**src/rtl/prf_pkg.sv**
```systemverilog
// Shared definitions for the register file: read-port selector codes.
// Assumes a 3-bit selector; the codes are fixed because the decoder
// around the block issues them.
package prf_pkg;
    localparam int SEL_W = 3;

    typedef enum logic [SEL_W-1:0] {
        SEL_A   = 3'd0,
        SEL_B   = 3'd1,
        SEL_D   = 3'd2,
        SEL_X   = 3'd3,
        SEL_Y   = 3'd4,
        SEL_SP  = 3'd5,
        SEL_PC  = 3'd6,
        SEL_CCR = 3'd7
    } rsel_e;
endpackage

```
**src/rtl/prf_acc_pair.sv**
```systemverilog
// Accumulator pair A (upper byte) and B (lower byte). Together they form D.
// Per-half priority: clear, then load (D or the single half), then exchange.
// Assumes the control logic may raise any mix of strobes in one cycle.
module prf_acc_pair #(
    parameter int BYTE_W = 8
) (
    input  logic                  clk,
    input  logic                  rst_n,
    input  logic                  ld_a,
    input  logic                  ld_b,
    input  logic                  ld_d,
    input  logic                  clr_a,
    input  logic                  clr_b,
    input  logic                  swap,
    input  logic [2*BYTE_W-1:0]   din,
    output logic [BYTE_W-1:0]     a_q,
    output logic [BYTE_W-1:0]     b_q
);
    localparam int WORD_W = 2 * BYTE_W;

    logic [BYTE_W-1:0] a_nxt;
    logic [BYTE_W-1:0] b_nxt;

    // Next value of A by priority.
    always_comb begin
        if (clr_a)      a_nxt = '0;
        else if (ld_d)  a_nxt = din[WORD_W-1:BYTE_W];
        else if (ld_a)  a_nxt = din[BYTE_W-1:0];
        else if (swap)  a_nxt = b_q;
        else            a_nxt = a_q;
    end

    // Next value of B by priority.
    always_comb begin
        if (clr_b)      b_nxt = '0;
        else if (ld_d)  b_nxt = din[BYTE_W-1:0];
        else if (ld_b)  b_nxt = din[BYTE_W-1:0];
        else if (swap)  b_nxt = a_q;
        else            b_nxt = b_q;
    end

    // Accumulator storage with synchronous reset.
    always_ff @(posedge clk) begin
        if (!rst_n) begin
            a_q <= '0;
            b_q <= '0;
        end else begin
            a_q <= a_nxt;
            b_q <= b_nxt;
        end
    end

    AST_CLR_A_ZERO: assert property (@(posedge clk) disable iff (!rst_n)
        clr_a |=> (a_q == '0));
    AST_CLR_B_ZERO: assert property (@(posedge clk) disable iff (!rst_n)
        clr_b |=> (b_q == '0));
    AST_SWAP_EXCHANGE: assert property (@(posedge clk) disable iff (!rst_n)
        (swap && !clr_a && !clr_b && !ld_a && !ld_b && !ld_d)
        |=> (a_q == $past(b_q)) && (b_q == $past(a_q)));
    AST_A_ONLY_KEEPS_B: assert property (@(posedge clk) disable iff (!rst_n)
        (ld_a && !ld_b && !ld_d && !clr_b && !swap) |=> $stable(b_q));
endmodule

```
**src/rtl/prf_word_reg.sv**
```systemverilog
// Generic word-wide register with its own load strobe and a reset value
// that comes in from outside. Used for the X, Y and SP pointers.
module prf_word_reg #(
    parameter int WORD_W = 16
) (
    input  logic              clk,
    input  logic              rst_n,
    input  logic [WORD_W-1:0] rst_val,
    input  logic              ld,
    input  logic [WORD_W-1:0] din,
    output logic [WORD_W-1:0] q
);
    // Hold or load the word.
    always_ff @(posedge clk) begin
        if (!rst_n)   q <= rst_val;
        else if (ld)  q <= din;
    end

    AST_HOLD_WITHOUT_LOAD: assert property (@(posedge clk) disable iff (!rst_n)
        !ld |=> $stable(q));
endmodule

```
**src/rtl/prf_pc_unit.sv**
```systemverilog
// Program counter with a +1/+2 incrementer and a parallel load.
// A parallel load beats the step. The carry reports an overflow of the
// step whenever stepping is requested.
module prf_pc_unit #(
    parameter int WORD_W = 16
) (
    input  logic              clk,
    input  logic              rst_n,
    input  logic [WORD_W-1:0] rst_val,
    input  logic              ld,
    input  logic [WORD_W-1:0] load_val,
    input  logic              inc_en,
    input  logic              inc_two,
    output logic              carry_o,
    output logic [WORD_W-1:0] pc_q
);
    logic [WORD_W-1:0] step;
    logic [WORD_W:0]   sum;

    // Incrementer: add the step size with a carry bit.
    always_comb begin
        step    = inc_two ? WORD_W'(2) : WORD_W'(1);
        sum     = {1'b0, pc_q} + {1'b0, step};
        carry_o = inc_en & sum[WORD_W];
    end

    // PC source selection and storage.
    always_ff @(posedge clk) begin
        if (!rst_n)       pc_q <= rst_val;
        else if (ld)      pc_q <= load_val;
        else if (inc_en)  pc_q <= sum[WORD_W-1:0];
    end

    AST_LOAD_WINS: assert property (@(posedge clk) disable iff (!rst_n)
        ld |=> (pc_q == $past(load_val)));
    AST_WRAP_CARRY: assert property (@(posedge clk) disable iff (!rst_n)
        (carry_o && !ld) |=> (pc_q[WORD_W-1:1] == '0));
    AST_IDLE_HOLD: assert property (@(posedge clk) disable iff (!rst_n)
        (!ld && !inc_en) |=> $stable(pc_q));
endmodule

```
**src/rtl/prf_read_mux.sv**
```systemverilog
// One read port. It picks a register by the selector code from prf_pkg and
// zero-extends the byte registers to the full port width.
module prf_read_mux #(
    parameter int BYTE_W = 8
) (
    input  logic [prf_pkg::SEL_W-1:0] sel,
    input  logic [BYTE_W-1:0]         a,
    input  logic [BYTE_W-1:0]         b,
    input  logic [2*BYTE_W-1:0]       x,
    input  logic [2*BYTE_W-1:0]       y,
    input  logic [2*BYTE_W-1:0]       sp,
    input  logic [2*BYTE_W-1:0]       pc,
    input  logic [BYTE_W-1:0]         ccr,
    output logic [2*BYTE_W-1:0]       dout
);
    import prf_pkg::*;
    localparam logic [BYTE_W-1:0] ZPAD = '0;

    // Selector decode.
    always_comb begin
        case (rsel_e'(sel))
            SEL_A:   dout = {ZPAD, a};
            SEL_B:   dout = {ZPAD, b};
            SEL_D:   dout = {a, b};
            SEL_X:   dout = x;
            SEL_Y:   dout = y;
            SEL_SP:  dout = sp;
            SEL_PC:  dout = pc;
            SEL_CCR: dout = {ZPAD, ccr};
            default: dout = '0;
        endcase
    end
endmodule

```
**src/rtl/progreg_file.sv**
```systemverilog
// Top of the register file: the accumulator pair, three pointer registers
// built by a generate loop, the PC unit, CCR storage and two read ports.
// Assumes the flag byte is computed outside and comes in on ccr_din.
module progreg_file #(
    parameter int BYTE_W = 8,
    parameter int WORD_W = 2 * BYTE_W
) (
    input  logic                      clk,
    input  logic                      rst_n,
    input  logic [WORD_W-1:0]         sp_rst_val,
    input  logic [WORD_W-1:0]         pc_rst_val,
    input  logic [WORD_W-1:0]         acc_din,
    input  logic                      ld_a,
    input  logic                      ld_b,
    input  logic                      ld_d,
    input  logic                      clr_a,
    input  logic                      clr_b,
    input  logic                      swap_ab,
    input  logic [WORD_W-1:0]         idx_din,
    input  logic                      ld_x,
    input  logic                      ld_y,
    input  logic                      ld_sp,
    input  logic [BYTE_W-1:0]         ccr_din,
    input  logic                      ld_ccr,
    input  logic [WORD_W-1:0]         pc_din,
    input  logic                      ld_pc,
    input  logic                      pc_inc,
    input  logic                      pc_inc_two,
    output logic                      pc_carry,
    input  logic [prf_pkg::SEL_W-1:0] rsel_a,
    input  logic [prf_pkg::SEL_W-1:0] rsel_b,
    output logic [WORD_W-1:0]         rdata_a,
    output logic [WORD_W-1:0]         rdata_b
);
    localparam int NUM_IDX = 3;  // X, Y, SP
    localparam int IDX_SP  = 2;

    logic [BYTE_W-1:0]               a_q, b_q, ccr_q;
    logic [WORD_W-1:0]               pc_q;
    logic [NUM_IDX-1:0]              idx_ld;
    logic [NUM_IDX-1:0][WORD_W-1:0]  idx_rst;
    logic [NUM_IDX-1:0][WORD_W-1:0]  idx_q;

    // Gather pointer strobes and reset values in index order.
    always_comb begin
        idx_ld          = {ld_sp, ld_y, ld_x};
        idx_rst         = '0;
        idx_rst[IDX_SP] = sp_rst_val;
    end

    prf_acc_pair #(.BYTE_W(BYTE_W)) u_acc (
        .clk   (clk),
        .rst_n (rst_n),
        .ld_a  (ld_a),
        .ld_b  (ld_b),
        .ld_d  (ld_d),
        .clr_a (clr_a),
        .clr_b (clr_b),
        .swap  (swap_ab),
        .din   (acc_din),
        .a_q   (a_q),
        .b_q   (b_q)
    );

    for (genvar g = 0; g < NUM_IDX; g++) begin : g_idx
        prf_word_reg #(.WORD_W(WORD_W)) u_reg (
            .clk     (clk),
            .rst_n   (rst_n),
            .rst_val (idx_rst[g]),
            .ld      (idx_ld[g]),
            .din     (idx_din),
            .q       (idx_q[g])
        );
    end

    prf_pc_unit #(.WORD_W(WORD_W)) u_pc (
        .clk      (clk),
        .rst_n    (rst_n),
        .rst_val  (pc_rst_val),
        .ld       (ld_pc),
        .load_val (pc_din),
        .inc_en   (pc_inc),
        .inc_two  (pc_inc_two),
        .carry_o  (pc_carry),
        .pc_q     (pc_q)
    );

    // Flag byte storage.
    always_ff @(posedge clk) begin
        if (!rst_n)       ccr_q <= '0;
        else if (ld_ccr)  ccr_q <= ccr_din;
    end

    prf_read_mux #(.BYTE_W(BYTE_W)) u_rd_a (
        .sel (rsel_a), .a (a_q), .b (b_q), .x (idx_q[0]), .y (idx_q[1]),
        .sp (idx_q[IDX_SP]), .pc (pc_q), .ccr (ccr_q), .dout (rdata_a)
    );

    prf_read_mux #(.BYTE_W(BYTE_W)) u_rd_b (
        .sel (rsel_b), .a (a_q), .b (b_q), .x (idx_q[0]), .y (idx_q[1]),
        .sp (idx_q[IDX_SP]), .pc (pc_q), .ccr (ccr_q), .dout (rdata_b)
    );

    AST_CCR_LOAD: assert property (@(posedge clk) disable iff (!rst_n)
        ld_ccr |=> (ccr_q == $past(ccr_din)));
    AST_D_LOAD: assert property (@(posedge clk) disable iff (!rst_n)
        (ld_d && !clr_a && !clr_b) |=> ({a_q, b_q} == $past(acc_din)));
endmodule

```
**config.mk**
```make
export PLATFORM = sky130hd
export DESIGN_NAME = progreg_file
export DESIGN_NICKNAME = d
export VERILOG_FILES = /design/src/rtl/prf_pkg.sv /design/src/rtl/prf_acc_pair.sv /design/src/rtl/prf_word_reg.sv /design/src/rtl/prf_pc_unit.sv /design/src/rtl/prf_read_mux.sv /design/src/rtl/progreg_file.sv
export SDC_FILE = /design/constraint.sdc
export NUM_CORES = 1
export LEC_CHECK = 0
export BUFFER_PORTS_ARGS = -buffer_cell sky130_fd_sc_hd__buf_2
export CAP_MARGIN = 0
export CORE_ASPECT_RATIO = 0.7
export CORE_MARGIN = 2
export CORE_UTILIZATION = 58
export DETAILED_ROUTE_END_ITERATION = 7
export MAX_ROUTING_LAYER = met4
export PLACE_DENSITY_LB_ADDON = 0.1
export SLEW_MARGIN = 20
export SYNTH_ARGS = -nofsm -noshare
export SYNTH_HDL_FRONTEND = slang
export SYNTH_SLANG_ARGS = --single-unit
export TNS_END_PERCENT = 50
```
**constraint.sdc**
```tcl
create_clock -name clk -period 4.7 [get_ports clk]
set_clock_uncertainty 0.1 [all_clocks]
set_input_delay 0.235 -clock clk [delete_from_list [all_inputs] [get_ports clk]]
set_output_delay 0.235 -clock clk [all_outputs]
set_load 0.01 [all_outputs]
```
==> metrics.txt, run 1 <==
CTS clock-pin slew for the worst setup and hold paths=0.07 ns; Reg2Reg Depth=7; via count=roughly 5,200; setup slack, reg-to-reg=2.24 ns; cell family with most CP delay=simple AND/OR/NAND/NOR gates; worst slack at placement=~2.0 ns; Hold EP=ccr_q[3]; final hold vios=0; Power Density=315.7 nW/um^2; vias in the first global route=between 4,000 and 5,000; CTS tree=yes; io pins=~140; largest net degree at the start of global routing=50; clock tree sinks=around 90; Final Setup Violations=0; antenna-violating nets left=0; top_reg_cell synth=dfxtp_1; post-route cell area=6566 um^2; port bufs=roughly 140; TritonCTS buffer count=9; initial drt markers=roughly 440; Wirelength per Cell=around 20 um; overall power=between 2 and 2.5 mW; Filler cells=between 700 and 800; fin crit share=between 50% and 60%; DRC errors left=0; Worst Hold Depth=3; Post-CTS Setup Inserts=0; Synth area leaders=dfxtp_1 20%, edfxtp_1 17%, mux2i_1 13%; Setup TNS=0 ns; largest fanout on the critical path=5; commonest cells in the synthesized netlist=72 x mux2i_1, 68 x nor2_1, 56 x dfxtp_1; Final Max Tran Viols=0; mapped cell area=around 5700 um^2; H-tree depth=3; minimum clock period=2.688 ns; critical-path cell list=ha_1 -> inv_1 -> fa_1 -> and4b_2 -> nand3_1 -> nor3_1 -> buf_2; Req. time, crit path=4.37 ns; outcome=complete, no violations; CTS max path bufs=2; worst path bufs/invs=2; cts repair resizes=0; Clock Latency Late Sink=around 0.34 ns; Routed WL=16.84 mm; All-Layer GR Usage=between 30% and 40%; Worst slew margin=about 33%; Core ar.=9609 um^2; row cnt=30; Final GP Congestion=a little over 0.9; startpoint types=flop; via density per instance=approximately 6.4; 1st-pass router iterations=5; area leader, netlist=dfxtp_1; EDFF count, synth=32; # diodes=0; Mapped Nets=693; nets@finish=approximately 800; die area=10,590 um^2; yosys warns=0; RSZ-0062 raised after global routing=false; R2R Path End=u_pc.pc_q[14]; Tightest Pin Transition=~1.0 ns; synthesized flop and latch total=roughly 90; Die X=122.2 um; origin of the worst min-delay path=ccr_din[3]; hold_ws=~0.028 ns; first-pass GRT wire length=roughly 26 mm; placed inst area=around 6300 um^2; initial antenna violation count=0; Worst setup EP type=primary output; share of flip-flops with an asynchronous set or reset=0%; Arr. time, crit path=around 2.4 ns; Cell variety after synth=52; critical path class=reg2out; Synth top area share=19.77%; cts hold-fix bufs=0; hold crit path type=in2reg; DP HPWL=around 12 mm; Area Growth Syn to Fin=15.82%; layout cell share with drive strength beyond 1=29.71%; count leader, synth=mux2i_1; max-cap viol count=0; syn avg cell area=9.758 um^2; Initial Utilization=59.00%; die height=a little under 90 um; GRT overflow=0; RR Startpoint=u_pc.pc_q[0]; CP max-delay cell=fa_1; Leak=~2.8 nW; Worst path max stage delay=about 0.42 ns; fmax=between 300 and 400 MHz; worst IR drop on VDD=0.2384 mV; cells after synthesis=between 500 and 600; sequential fraction of the synthesis area=roughly 37%; final worst slack=2.012 ns; Root Driver=clkbuf_16
[metrics by stage]
stage	utilization (%)	instances
3_5_place_dp	65.31	802
4_1_cts	68.33	818
2_1_floorplan	-	581
6_report	68.33	818
5_1_grt	68.33	818
3_3_place_gp	65.31	802
[worst register-to-register path: stages (launching register included)]
cell and delay (ns):
edfxtp_1 0.38, ha_1 0.24, inv_1 0.07, fa_1 0.42, and4b_2 0.39, nand4_1 0.13, xnor2_1 0.16, a221o_1 0.32
[flip-flops by register name, summed over array words and instances, names as in the netlist]
name,count
u_acc.a_q,8
u_acc.b_q,8
ccr_q,8
u_pc.pc_q,16
g_idx.u_reg.q,48
[layout make-up]
type | instances | area, um^2 | share of cell area, %
clock buffer | 10 | 250.2 | 3.811
clock inverter | 6 | 40.04 | 0.6098
inverter | 5 | 18.77 | 0.2858
multi-input combinational | 438 | 3294 | 50.17
sequential | 88 | 2082 | 31.71
tap | 128 | 160.2 | 2.439
timing repair buffer | 143 | 720.7 | 10.98
[power by group]
| group | switching, mW | internal (mW) |
|---|---|---|
| Sequential | 0.0738 | 0.856 |
| Clock | 0.311 | 0.392 |
| Combinational | 0.234 | 0.207 |
[kinds of logic (layout without fill, tap and decap cells)]
| logic type | Yosys count | in the layout | share of synthesized area, % |
|---|---|---|---|
| AOI/OAI and AO/OA | 121 | 121 | 15.71 |
| xor gates and xnor gates | 10 | 10 | 1.545 |
| adders and majority gates | 3 | 3 | 0.7945 |
| buffers and inverters | 55 | 164 | 5.165 |
| DFF | 88 | 88 | 36.72 |
| muxes | 111 | 111 | 23.50 |
| and+or+nand+nor | 193 | 193 | 16.55 |
[placed cells by master, fill, tap and decap left out, types with 8 or more instances in the layout]
cell,n
mux2_2,24
a22o_1,12
nor2b_1,15
mux2i_1,72
a211oi_1,8
clkbuf_16,10
a21oi_1,20
buf_2,141
o22ai_1,16
mux4_2,14
nor2_1,68
o21ai_0,13
dfxtp_1,56
a221o_1,18
o31ai_1,15
edfxtp_1,32
xnor2_1,8
nand2_1,47
nor3_1,21
[worst max-delay path by stage]
| stage | start | end | slack [ns] | cells past startpoint |
|---|---|---|---|---|
| 2_1_floorplan | u_pc.pc_q[0] | u_pc.pc_q[14] | 2.48 | 7 |
| 3_3_place_gp | rst_n | u_pc.pc_q[1] | 2.12 | 4 |
| 3_5_place_dp | rst_n | u_pc.pc_q[1] | 2.01 | 4 |
| 4_1_cts | u_pc.pc_q[0] | pc_carry | 2.02 | 7 |
| 5_1_grt | u_pc.pc_q[0] | pc_carry | 1.92 | 7 |
| 6_report | u_pc.pc_q[0] | pc_carry | 2.01 | 7 |
[layer usage]
layer | wire length (um) | track usage [%] | up-vias | share of wire [%]
met2 | 7864 | 51.96 | 262 | 47
met5 | 0 | - | - | 0
met4 | 257 | 8.046 | 0 | 1.5
li1 | - | - | 2407 | -
met3 | 1292 | 5.263 | 28 | 7.7
met1 | 7427 | 46.41 | 2538 | 44
No activity file was read; power rests on OpenSTA's default activity.
==> run 2: changes to the inputs <==
- ABC_AREA: unset -> 1
- CORE_UTILIZATION: 58 -> 48
- clock period: 4.7 -> 2.2 ns (I/O delays scaled with it)
==> run 2 against run 1 <==
The run now ends with negative setup slack left. Global-route usage up 1.8 points. Clock power rose to 2.5 times the previous value. Synthesized cell count up 40%. Core utilization down 1.7 points. Setup slack worse by 2.1 ns. Sequential cell count unchanged. Sequential share of layout area down 3.3 points. Via count up 24%. Synthesized area down 4.4%. Register-to-register slack worse by 2.0 ns. Total power up 130%.
==> metrics.txt, run 2 <==
Routed WL=roughly 21 mm; die area=roughly 12,000 um^2; fin crit share=103.0%; Leak=approximately 3.4 nW; 1st-pass router iterations=5; Setup TNS=-0.06632 ns; Worst Hold Depth=3; Area Growth Syn to Fin=35.24%; TritonCTS buffer count=9; most common cell after layout, fill and taps aside=nand2_1; simple-gate share of the synthesized area=about 29%; Arr. time, crit path=between 2 and 2.5 ns; hold_ws=around 0.007 ns; largest net degree at the start of global routing=64; Power Density=roughly 640 nW/um^2; Reg2Reg Depth=9; hold crit path type=in2reg; # diodes=0; H-tree depth=3; yosys warns=0; row cnt=32; via density per instance=around 5.5; Synth Area in Adders=less than 1%; Clock Latency Late Sink=0.34 ns; CTS tree=yes; CTS max path bufs=2; fmax=approximately 440 MHz; Layout Cells excl Fill=1,174; Largest Register=g_idx.u_reg.q; worst IR drop on VDD=approximately 0.46 mV; top_reg_cell synth=dfxtp_1; highest-count cells in the layout ignoring fill and taps=215 x nand2_1, 141 x buf_2, 100 x nor2_1; DP HPWL=14.63 mm; GRT overflow=0; via count=about 6,500; Layout Utilization=around 67%; io pins=roughly 140; initial drt markers=approximately 840; Final GP Congestion=roughly 0.97; Initial Utilization=approximately half; Synth Area in Compound Gates=21.26%; vias in the first global route=roughly 6,100; placed inst area=about 6200 um^2; failing checks=negative setup slack; Tightest Pin Transition=about 0.87 ns; die height=just over 90 um; area leader, netlist=dfxtp_1; final hold vios=0; main combinational cell family by area after synthesis=simple AND/OR/NAND/NOR gates; Post-Synth XOR/XNOR Area=less than 1%; worst slack at placement=around 0.16 ns; outcome=finished with violations; max-cap viol count=0; CTS clock-pin slew for the worst setup and hold paths=0.07 ns; commonest cells in the synthesized netlist=215 x nand2_1, 101 x nor2_1, 97 x inv_1; cells after synthesis=around 810; Worst slew margin=a little over two fifths; first-pass GRT wire length=roughly 32 mm; Synth area leaders=dfxtp_1 21%, edfxtp_1 18%, nand2_1 15%; post-route cell area=around 7300 um^2; Final Max Tran Viols=0; port bufs=141; EDFF count, synth=32; All-Layer GR Usage=roughly a third; Root Driver=clkbuf_16; count leader, synth=nand2_1; largest fanout on the critical path=3; layout cell share with drive strength beyond 1=between 10% and 20%; Placed Cells=1,080; initial antenna violation count=0; mapped cell area=around 5400 um^2; share of flip-flops with an asynchronous set or reset=0%; top flop regs=g_idx.u_reg.q (48), u_pc.pc_q (16); final worst slack=-0.06632 ns; DRC errors left=0; Synth top area share=20.68%; antenna-violating nets left=0; Core ar.=about 11,000 um^2; Largest register FFs=48; minimum clock period=roughly 2.3 ns; critical path class=reg2out; overall power=approximately 4.7 mW; Worst setup EP type=primary output; sequential fraction of the synthesis area=between 30% and 40%; Final Setup Violations=1; synthesized flop and latch total=88; nets@finish=roughly 1,100; Wirelength per Cell=about 18 um; RSZ-0062 raised after global routing=true; Req. time, crit path=~2.0 ns; Die X=131.0 um; startpoint types=flop; clock tree sinks=88; syn avg cell area=6.660 um^2; multiplexer share of the synthesized area=0%; Mapped Nets=between 900 and 1,000; Cell variety after synth=33
==> run 2: layer usage <==
| layer | GRT usage (%) | wire [um] |
|---|---|---|
| met2 | 50.30 | 8698 |
| met5 | - | 0 |
| met4 | 7.979 | 354 |
| met3 | 6.297 | 2332 |
| met1 | 52.08 | 9438 |
==> run 2: where the power goes <==
group | internal, mW | switching (mW)
Combinational | 0.399 | 0.598
Clock | 1.05 | 0.710
Sequential | 1.83 | 0.114
==> run 2: cells by family after synthesis <==
group | after synthesis
compound gates | 204
flops | 88
fa+ha+maj | 3
xor+xnor | 2
simple gates | 381
buf+inv | 136
==> run 2: final timing paths <==
| kind | start | endpoint | slack (ns) |
|---|---|---|---|
| worst max register to register | u_pc.pc_q[0] | u_pc.pc_q[14] | 0.22 |
| worst min register to register | g_idx[1].u_reg.q[5] | g_idx[1].u_reg.q[5] | 0.39 |
| worst max-delay path | u_pc.pc_q[0] | pc_carry | -0.07 |
| worst min-delay path | idx_din[7] | g_idx[0].u_reg.q[7] | 0.007 |
==> run 2: worst max-delay path, stage by stage, from the launching register on <==
cell and delay, ns:
edfxtp_1 0.35, ha_1 0.17, inv_1 0.06, fa_2 0.38, inv_1 0.07, nand2_1 0.07
nor2_2 0.12, nand4_1 0.15, nor4_2 0.18, buf_2 0.17
==> run 2: timing repair <==
action	4_1_cts	5_1_grt
hold buffers	78	0
setup buffers	0	0
resized for setup	3	0
endpoints found under the hold margin	72	0
endpoints found under the setup margin	1	1
pin swaps	1	0
==> run 2: cell type report <==
class,instances,area [um^2]
timing repair buffer,224,1524
fill,921,3679
tap,153,191.4
inverter,103,386.6
multi-input combinational,590,2811
clock buffer,10,239.0
sequential,88,2082
clock inverter,6,97.59
==> run 3: changes to the inputs <==
- CORE_UTILIZATION: 48 -> 40
- SYNTH_HIERARCHICAL: unset -> 1
==> run 3 against run 2 <==
The flow now finishes without violations. Non-clock buffer count up 18. Die area up 52%. Routed wire length up 15%. Setup slack better by 0.094 ns. Critical endpoint unchanged.
==> metrics.txt, run 3 <==
Area Growth Syn to Fin=27.36%; Clock Latency Late Sink=roughly 0.35 ns; first-pass GRT wire length=36.60 mm; final hold vios=0; Cell variety after synth=36; R2R Path End=u_pc/pc_q[8]; Gate power share=between 20% and 30%; antenna-violating nets left=0; Arr. time, crit path=~2.0 ns; TritonCTS buffer count=9; RR Startpoint=u_pc/pc_q[0]; die area=18,490 um^2; final worst slack=0.02772 ns; syn avg cell area=6.725 um^2; area leader, netlist=edfxtp_1; Seq pwr share=approximately 45%; cell internal pwr=between 3 and 4 mW; CTS clock-pin slew for the worst setup and hold paths=about 0.080 ns; yosys warns=6; Worst path max stage delay=around 0.35 ns; sequential fraction of the synthesis area=around 35%; largest net degree at the start of global routing=36; critical-path cell list=ha_2 -> inv_2 -> fa_2 -> inv_2 -> nand2_4 -> nor2_4 -> nand3_2 -> nor4_2 -> buf_2; Root Driver=clkbuf_16; fin crit share=98.74%; Worst slew margin=approximately 54%; CTS max path bufs=2; worst IR drop on VDD=0.3884 mV; count leader, synth=nand2_1; Largest register FFs=48; # diodes=0; layout cell share with drive strength beyond 1=between 10% and 20%; DP HPWL=roughly 17 mm; startpoint types=flop; nets@finish=1,371; All-Layer GR Usage=between 20% and 30%; Wirelength per Cell=~16 um; post-route cell area=roughly 8900 um^2; io pins=142; Reg2Reg Depth=12; vias in the first global route=between 6,000 and 7,000; critical path class=reg2out; initial drt markers=691; highest-count cells in the layout ignoring fill and taps=368 x nand2_1, 141 x buf_2, 115 x nand3_1; Largest Register=g_idx.u_reg/q; CP max-delay cell=edfxtp_1; Net Sw Power=about 1.6 mW; switch share=around 33%; DRC errors left=0; cell family with most CP delay=adder cells; Filler cells=between 1,500 and 2,000; Die X=approximately 160 um; die height=around 110 um; stages on the worst setup path=9; end of the critical path=pc_carry; largest fanout on the critical path=2; Tightest Pin Transition=about 0.7 ns; Leak=between 4 and 5 nW; share of flip-flops with an asynchronous set or reset=0%; clock share of power=a little over 30%; via count=around 7,700; cells after synthesis=roughly 1,000; setup slack, reg-to-reg=0.12 ns; multi-input logic area=3806 um^2; H-tree depth=3; CTS tree=yes; outcome=complete, no violations; max-cap viol count=0; worst slack at placement=0.08745 ns; 1st-pass router iterations=6; synthesized flop and latch total=just under 90; Routed WL=approximately 24 mm; initial antenna violation count=0; worst path bufs/invs=3; Final GP Congestion=0.8959; placed inst area=7719 um^2; EDFF count, synth=64; Final Max Tran Viols=0; Synth area leaders=edfxtp_1 28%, nand2_1 20%, nand4_1 9.0%; Core ar.=approximately 17,000 um^2; most common cell after layout, fill and taps aside=nand2_1; most used cell along the critical path=inv_2; Req. time, crit path=1.99 ns; Reg area=2402 um^2; port bufs=roughly 140; Power Density=about 540 nW/um^2; clock tree sinks=88; row cnt=40; fmax=~460 MHz; Synth top area share=between 20% and 30%; mapped cell area=roughly 7000 um^2; commonest cells in the synthesized netlist=369 x nand2_1, 116 x nand3_1, 100 x nand4_1; top flop regs=g_idx.u_reg/q (48), u_pc/pc_q (16); GRT overflow=0; top_reg_cell synth=edfxtp_1; minimum clock period=approximately 2.2 ns; RSZ-0062 raised after global routing=true; CP Launch Point=u_pc/pc_q[0]; Initial Utilization=40.67%; Final Setup Violations=0; hold crit path type=in2reg; Worst setup EP type=primary output; via density per instance=roughly 5
-- run 3: changes by cell type after synthesis, sizes merged, moves of 39 or more --
| cell | before | now |
|---|---|---|
| nand3 | 34 | 118 |
| nand4 | 4 | 100 |
| nand2 | 217 | 379 |
| o22ai | 39 | 0 |
| o21ai | 81 | 13 |
| buf | 17 | 59 |
-- run 3: worst reg2reg max path: stages, from the launching register on --
cell	delay, ns
edfxtp_1	0.35
ha_2	0.19
inv_2	0.04
fa_2	0.32
inv_2	0.08
nand2_4	0.06
nor2_4	0.16
buf_4	0.19
nand3_1	0.08
nand2_1	0.08
nand3_1	0.08
nand2_1	0.08
nand2_1	0.04
-- run 3: layout make-up --
cell class              count  area share [%]
clock buffers              10           2.583
clock inverters             6          0.4799
inverters                 107           4.813
multi-input cells         811           42.94
flip-flops and latches     88           27.10
well taps                 231           3.260
repair buffers            242           18.83
-- run 3: cell families after synthesis --
family / Yosys count / synth area share (%)
simple gates: 715 / 46.50
buf+inv: 167 / 12.82
flops: 88 / 34.51
compound gates: 59 / 5.213
fa+ha+maj: 3 / 0.6471
xor+xnor: 2 / 0.2517
other cells: 1 / 0.05388
-- run 3: stage by stage --
stage               cells  total power, mW  utilization [%]   TNS, ns  hold slack [ns]
floorplan            1066            2.803                -         0           0.1886
finish               1495            4.812            51.79         0         0.002966
global route         1495            5.039            51.79  -0.07270          0.02192
global placement     1393            3.207            45.10         0           0.2775
detailed placement   1393            3.211            45.10         0           0.2770
CTS                  1495            4.822            51.73  -0.03415         0.003372
-- run 3: worst min-delay path by stage --
stage | from | to | slack [ns] | cells past startpoint
after floorplan | sp_rst_val[0] | g_idx[2].u_reg/q[0] | 0.19 | 2
after global placement | sp_rst_val[8] | g_idx[2].u_reg/q[8] | 0.28 | 3
after detailed placement | sp_rst_val[9] | g_idx[2].u_reg/q[9] | 0.28 | 3
after CTS | idx_din[2] | g_idx[1].u_reg/q[2] | 0.003 | 3
after global routing | acc_din[8] | u_acc/a_q[0] | 0.02 | 5
final | acc_din[10] | u_acc/a_q[2] | 0.003 | 5
-- run 3: what timing repair did --
item                                    4_1_cts  5_1_grt
resized for setup                             6        2
buffers inserted                              4        1
cloned                                        0        0
hold endpoints to repair                     72        0
pin swaps                                     3        2
hold buffers                                 82        0
endpoints found under the setup margin        1        1
-- run 3: layer usage --
layer  track usage, %  wire length (um)  part of all wire, %
met5                -                 0                    0
met1            40.15             11740                   49
met3            4.564              2152                  9.0
met4            3.540               136                 0.57
met2            37.12              9884                   41
-- run 3: power groups by stage --
stage / Clock (mW) / Sequential [mW] / Combinational (mW)
final: 1.48 / 2.17 / 1.17
after global routing: 1.56 / 2.19 / 1.29
after CTS: 1.51 / 2.16 / 1.15
after detailed placement: 0 / 2.20 / 1.01
after global placement: 0 / 2.20 / 1.01
after floorplan: 0 / 2.09 / 0.709
